### src/rtl/hard_err_cache.sv
module hard_err_cache #(
  parameter int AW = 16,
  parameter int DW = 32,
  parameter int N  = 2,
  parameter int CW = 8
) (
  input  logic          clk,
  input  logic          rst_n,
  input  logic          clr,
  input  logic          flag_clr,
  input  logic [CW-1:0] thresh,
  input  logic          rd_valid,
  input  logic          rd_port,
  input  logic [AW-1:0] rd_addr,
  input  logic [DW-1:0] rd_data,
  input  logic          rd_sbe,
  input  logic          rd_dbe,
  output logic          rsp_valid,
  output logic [DW-1:0] rsp_data,
  output logic          rsp_err,
  output logic          retry,
  output logic          wb_valid,
  output logic          wb_port,
  output logic [AW-1:0] wb_addr,
  output logic [DW-1:0] wb_data,
  output logic          sbe_flag
);
  localparam int PW = (N > 1) ? $clog2(N) : 1;

  logic [N-1:0]  ev;
  logic [N-1:0]  ep;
  logic [AW-1:0] ea [N];
  logic [DW-1:0] ed [N];
  logic [PW-1:0] ptr, fidx, victim;
  logic [CW-1:0] cnt, cnt_nxt;
  logic          hit;
  logic [DW-1:0] hdat;

  always_comb begin
    hit  = 1'b0;
    hdat = '0;
    for (int i = 0; i < N; i++)
      if (ev[i] && ep[i] == rd_port && ea[i] == rd_addr) begin
        hit  = 1'b1;
        hdat = ed[i];
      end
  end

  always_comb begin
    fidx = '0;
    for (int i = N-1; i >= 0; i--)
      if (!ev[i]) fidx = PW'(i);
  end

  wire any_free = ~&ev;
  wire sbe_ev   = rd_valid && !hit && !rd_dbe && rd_sbe;
  wire dbe_ev   = rd_valid && !hit && rd_dbe;
  assign victim  = any_free ? fidx : ptr;
  assign cnt_nxt = (&cnt) ? cnt : cnt + 1'b1;

  always_ff @(posedge clk or negedge rst_n) begin
    if (!rst_n) begin
      rsp_valid <= 1'b0;
      rsp_data  <= '0;
      rsp_err   <= 1'b0;
      retry     <= 1'b0;
      wb_valid  <= 1'b0;
      wb_port   <= 1'b0;
      wb_addr   <= '0;
      wb_data   <= '0;
    end else begin
      rsp_valid <= rd_valid && !sbe_ev;
      rsp_data  <= (rd_valid && !sbe_ev) ? (hit ? hdat : rd_data) : '0;
      rsp_err   <= dbe_ev;
      wb_valid  <= sbe_ev;
      wb_port   <= sbe_ev ? rd_port : 1'b0;
      wb_addr   <= sbe_ev ? rd_addr : '0;
      wb_data   <= sbe_ev ? rd_data : '0;
      retry     <= wb_valid;
    end
  end

  always_ff @(posedge clk or negedge rst_n) begin
    if (!rst_n) begin
      ev  <= '0;
      ep  <= '0;
      ptr <= '0;
      cnt <= '0;
      for (int i = 0; i < N; i++) begin
        ea[i] <= '0;
        ed[i] <= '0;
      end
    end else if (clr) begin
      ev  <= '0;
      ptr <= '0;
      cnt <= '0;
    end else if (sbe_ev) begin
      ev[victim] <= 1'b1;
      ep[victim] <= rd_port;
      ea[victim] <= rd_addr;
      ed[victim] <= rd_data;
      cnt        <= cnt_nxt;
      if (!any_free) ptr <= (ptr == PW'(N-1)) ? '0 : ptr + 1'b1;
    end
  end

  always_ff @(posedge clk or negedge rst_n) begin
    if (!rst_n)
      sbe_flag <= 1'b0;
    else if (sbe_ev && !clr && thresh != '0 && cnt_nxt >= thresh)
      sbe_flag <= 1'b1;
    else if (flag_clr)
      sbe_flag <= 1'b0;
  end
endmodule


### config.mk
export PLATFORM = sky130hd
export DESIGN_NAME = hard_err_cache
export DESIGN_NICKNAME = d
export VERILOG_FILES = /design/src/rtl/hard_err_cache.sv
export SDC_FILE = /design/constraint.sdc
export NUM_CORES = 1
export LEC_CHECK = 0
export BUFFER_PORTS_ARGS = -buffer_cell sky130_fd_sc_hd__buf_4
export CORE_AREA = 2 2 145 147
export DETAILED_ROUTE_END_ITERATION = 6
export DIE_AREA = 0 0 147 149
export GPL_TIMING_DRIVEN = 0
export PLACE_DENSITY = 0.66
export RECOVER_POWER = 50
export SYNTH_ARGS = -nofsm -noshare
export SYNTH_HDL_FRONTEND = slang
export SYNTH_SLANG_ARGS = --single-unit
### constraint.sdc
create_clock -name clk -period 3.1 [get_ports clk]
set_input_delay 0.155 -clock clk [delete_from_list [all_inputs] [get_ports clk]]
set_output_delay 0.155 -clock clk [all_outputs]
set_load 0.02 [all_outputs]
==> flow_summary.yaml <==
yosys:
  netlist_area_sq_um: 8376
  synthSimpleGateAreaFrac_pct: 10.43
  synth.area.mux_share_pct: 18.78
  ys.flop_type: "dfrtp_1"
  netlist.area_leader.share_pct: 58.26
  synth_cell_types: 46
  synth.avg_cell_area_sq_um: 13.23
  seq_area_frac_synth_pct: 58.26
  synth_compound_area_share_pct: 4.661
  yosysWarnings: 0
  synth_top_family_by_area: "multiplexers"
  ys_seq_elements: 195
  synthAdderAreaFrac_pct: 1.344
  synth_top_area_cell: "dfrtp_1"
  ys_top_cells_by_area: "dfrtp_1 58%, mux2_2 12%, mux2i_1 3.9%, and2_1 3.8%, xnor2_1 3.0%"
  synth_edf_count: 0
  syn_nets: 706
  synth_xor_area_share_pct: 3.765
  synthArstFlopShare_pct: 100.0
  syn-instance-count: 633
routing:
  wirelength_mm: 18.07
  final_antenna_net_count: 0
  drtPass1Iterations: 4
  drtIter0Drc: 229
  drt-wirelength-per-cell_um: 15.84
  vias_per_cell: 4.885
  route.detailed.drc: 0
  vias: 5574
sta:
  min_period_over_period_pct: 91.72
  slew_violations: 121
  worstMarginPinSlew_ns: 1.641
  fmax_ghz: 0.3517
  slew_headroom_pct: -9.385
  rsz0062_at_grt: "false"
  worst_clock_skew_ns: 0.01107
  hold_viol_final: 0
  tns_ns: 0
  setup_viol: 0
  layout_min_cycle_time_ns: 2.843
die:
  core_sq_um: 20560
  fp.dieW_um: 147
  start_util_pct: 40.74
  fp.dieH_um: 149
  pin_count: 150
  die_area_sq_um: 21900
  row_count: 53
outcome:
  violations: "max-capacitance violations, max-slew violations"
  status: "finished, violations left"
setup_path:
  required_ns: 3.42
  start_kind: "flop"
  crit_chain: "ha_1 -> and3_1 -> and3_1 -> nand3_2 -> mux2_2 -> ha_1 -> a21o_1 -> a21o_1 -> a21oi_1 -> o21ai_0 -> a32o_1"
  slowest_stage: "dfrtp_1"
  end_kind: "flop"
  critPathArrivalTime_ns: 3.16
  crit_type: "reg -> reg"
  crit_fanout: 9
  reg2reg_setup_slack_ns: 0.26
  max_stage_delay_ns: 0.43
hold_path:
  hold_class: "in -> reg"
pwr:
  ir_drop_mv: 0.3899
  p_leak_nw: 4.895
  p_per_area_nw_per_um2: 562.8
  power_mw: 6.023
place:
  gp_congestion: 0.7743
  port_buffers: 149
  dpl.hpwl_mm: 12.02
finish:
  nets: 926
  drive_gt1_share_pct: 25.52
  final_core_util_pct: 52.06
  fill_cells: 1892
  multi_input_area_sq_um: 3269
  regArea_sq_um: 4880
  area_growth_syn_to_layout_pct: 27.79
  diodes: 0
clocking:
  h-tree-depth: 4
  clk-insertion-delay-late_ns: 0.44
  cts_buffer_depth: 2
  cts.clk_slew.worst_paths_ns: 0.07
  cts-root-buf: "clkbuf_16"
  cts_sinks: 195
  cts_tree: "yes"
  cts_buffers: 17
flow_run:
  cap_violations: 1
grt:
  antenna_found_initial: 0
  grtUsageTotal_pct: 17.16
  grt_pass1_wl_mm: 29.15
  grt_pass1_vias: 5523
  gr-total-overflow: 0
  grt_max_degree: 122
-- worst paths after layout --
path                        startpoint           to  depth (start not counted)
max                             cnt[0]     sbe_flag                         11
min                        rd_addr[14]  wb_addr[14]                          2
max reg2reg                     cnt[0]     sbe_flag                         11
min reg2reg                   wb_valid        retry                          0
max in group asynchronous        rst_n       ea[25]                          3
min in group asynchronous        rst_n  wb_data[19]                          2
-- flip-flops by register name, indices dropped and copies added, names as in the netlist --
register,cells
retry,1
cnt,8
wb_data,32
ev,2
ptr,1
wb_addr,16
sbe_flag,1
ea,32
rsp_valid,1
ep,2
ed,64
wb_port,1
wb_valid,1
rsp_data,32
rsp_err,1
-- report_power, final --
| group | leakage [nW] | total [mW] | switching [mW] | internal, mW |
|---|---|---|---|---|
| combinational | 2.04 | 0.741 | 0.341 | 0.400 |
| sequential | 2.55 | 2.94 | 0.131 | 2.81 |
| clock | 0.307 | 2.34 | 1.06 | 1.28 |
-- cell type report --
class | count | share of cell area (%)
Clock inverter | 13 | 1.789
Clock buffer | 19 | 4.232
Buffer | 32 | 1.742
Timing Repair Buffer | 201 | 12.46
Sequential cell | 195 | 45.59
Multi-Input combinational cell | 394 | 30.55
Tap cell | 275 | 3.215
Inverter | 12 | 0.4209
-- worst max-delay path, delay by kind of cell (launching register included) --
| kind | cells | cell delay (ns) |
|---|---|---|
| simple gates | 3 | 0.63 |
| flops | 1 | 0.43 |
| fa+ha+maj | 2 | 0.51 |
| mux | 1 | 0.36 |
| compound gates | 5 | 0.81 |
-- synthesized netlist by cell type (2+ instances only) --
cell / n
ha_1: 9
xor2_1: 7
a21o_1: 2
nor4_1: 5
nor3_1: 7
mux2_2: 87
mux2_4: 10
and3_1: 5
o21ai_0: 2
mux2_1: 10
xnor2_1: 29
inv_1: 12
o21a_1: 2
and2_1: 51
buf_2: 8
buf_6: 4
nand4_1: 13
a21oi_1: 3
o31ai_1: 2
buf_4: 7
dfrtp_1: 195
nand3_1: 6
nor2b_1: 5
a211oi_1: 32
mux2i_1: 33
nand2b_1: 3
nor2_1: 42
nand4_2: 2
clkbuf_1: 13
nand2_1: 11
-- through the flow --
step / cell area (sq um) / hold slack [ns] / setup WS, ns / cells
final: 10700 / 0.01446 / 0.2568 / 1141
after global routing: 10700 / 0.007195 / 0.08243 / 1141
after CTS: 11030 / 0.001185 / 0.1527 / 1141
after detailed placement: 9873 / 0.3171 / 0.1754 / 1058
after global placement: 9838 / 0.3643 / 0.1470 / 1057
after floorplan: 8376 / -0.1406 / 0.3645 / 633
-- repair_timing --
item | in CTS | in global routing
hold buffers | 51 | 0
endpoints found under the hold margin | 260 | 0
resized for setup | 0 | 1
buffers inserted | 0 | 0
endpoints found under the setup margin | 0 | 1
-- cell usage in the layout (no fill, tap or decap), drive strengths merged, types with 2 or more instances in the layout --
| cell | instances |
|---|---|
| mux2i | 33 |
| nor2 | 42 |
| and3 | 5 |
| o21ai | 2 |
| a211oi | 32 |
| dfrtp | 195 |
| clkinv | 4 |
| nand2 | 11 |
| or2 | 2 |
| inv | 17 |
| xnor2 | 29 |
| clkinvlp | 2 |
| dlygate4sd3 | 51 |
| nand3 | 6 |
| a21oi | 3 |
| nor2b | 5 |
| nor3 | 9 |
| nand2b | 3 |
| nand4 | 15 |
| xor2 | 7 |
| o31ai | 3 |
| bufinv | 2 |
| buf | 82 |
| and2 | 51 |
| clkbuf | 119 |
| a21o | 2 |
| nor4 | 5 |
| ha | 9 |
| o21a | 2 |
| mux2 | 107 |
-- metal layers --
metal | vias to the layer above | share of wire [%] | GRT usage (%) | wire length (um)
li1 | 2657 | - | - | -
met3 | 20 | 3.3 | 2.997 | 598
met5 | - | 0 | 0 | 0
met1 | 2779 | 47 | 23.54 | 8564
met4 | 0 | 1.6 | 6.154 | 293
met2 | 118 | 48 | 27.68 | 8614
-- logic make-up after synthesis --
| family | count (synthesis) |
|---|---|
| fa+ha+maj | 9 |
| flops | 195 |
| simple gates | 157 |
| compound gates | 52 |
| xor+xnor | 36 |
| buf+inv | 44 |
| mux | 140 |
No activity file was read; power rests on OpenSTA's default activity.
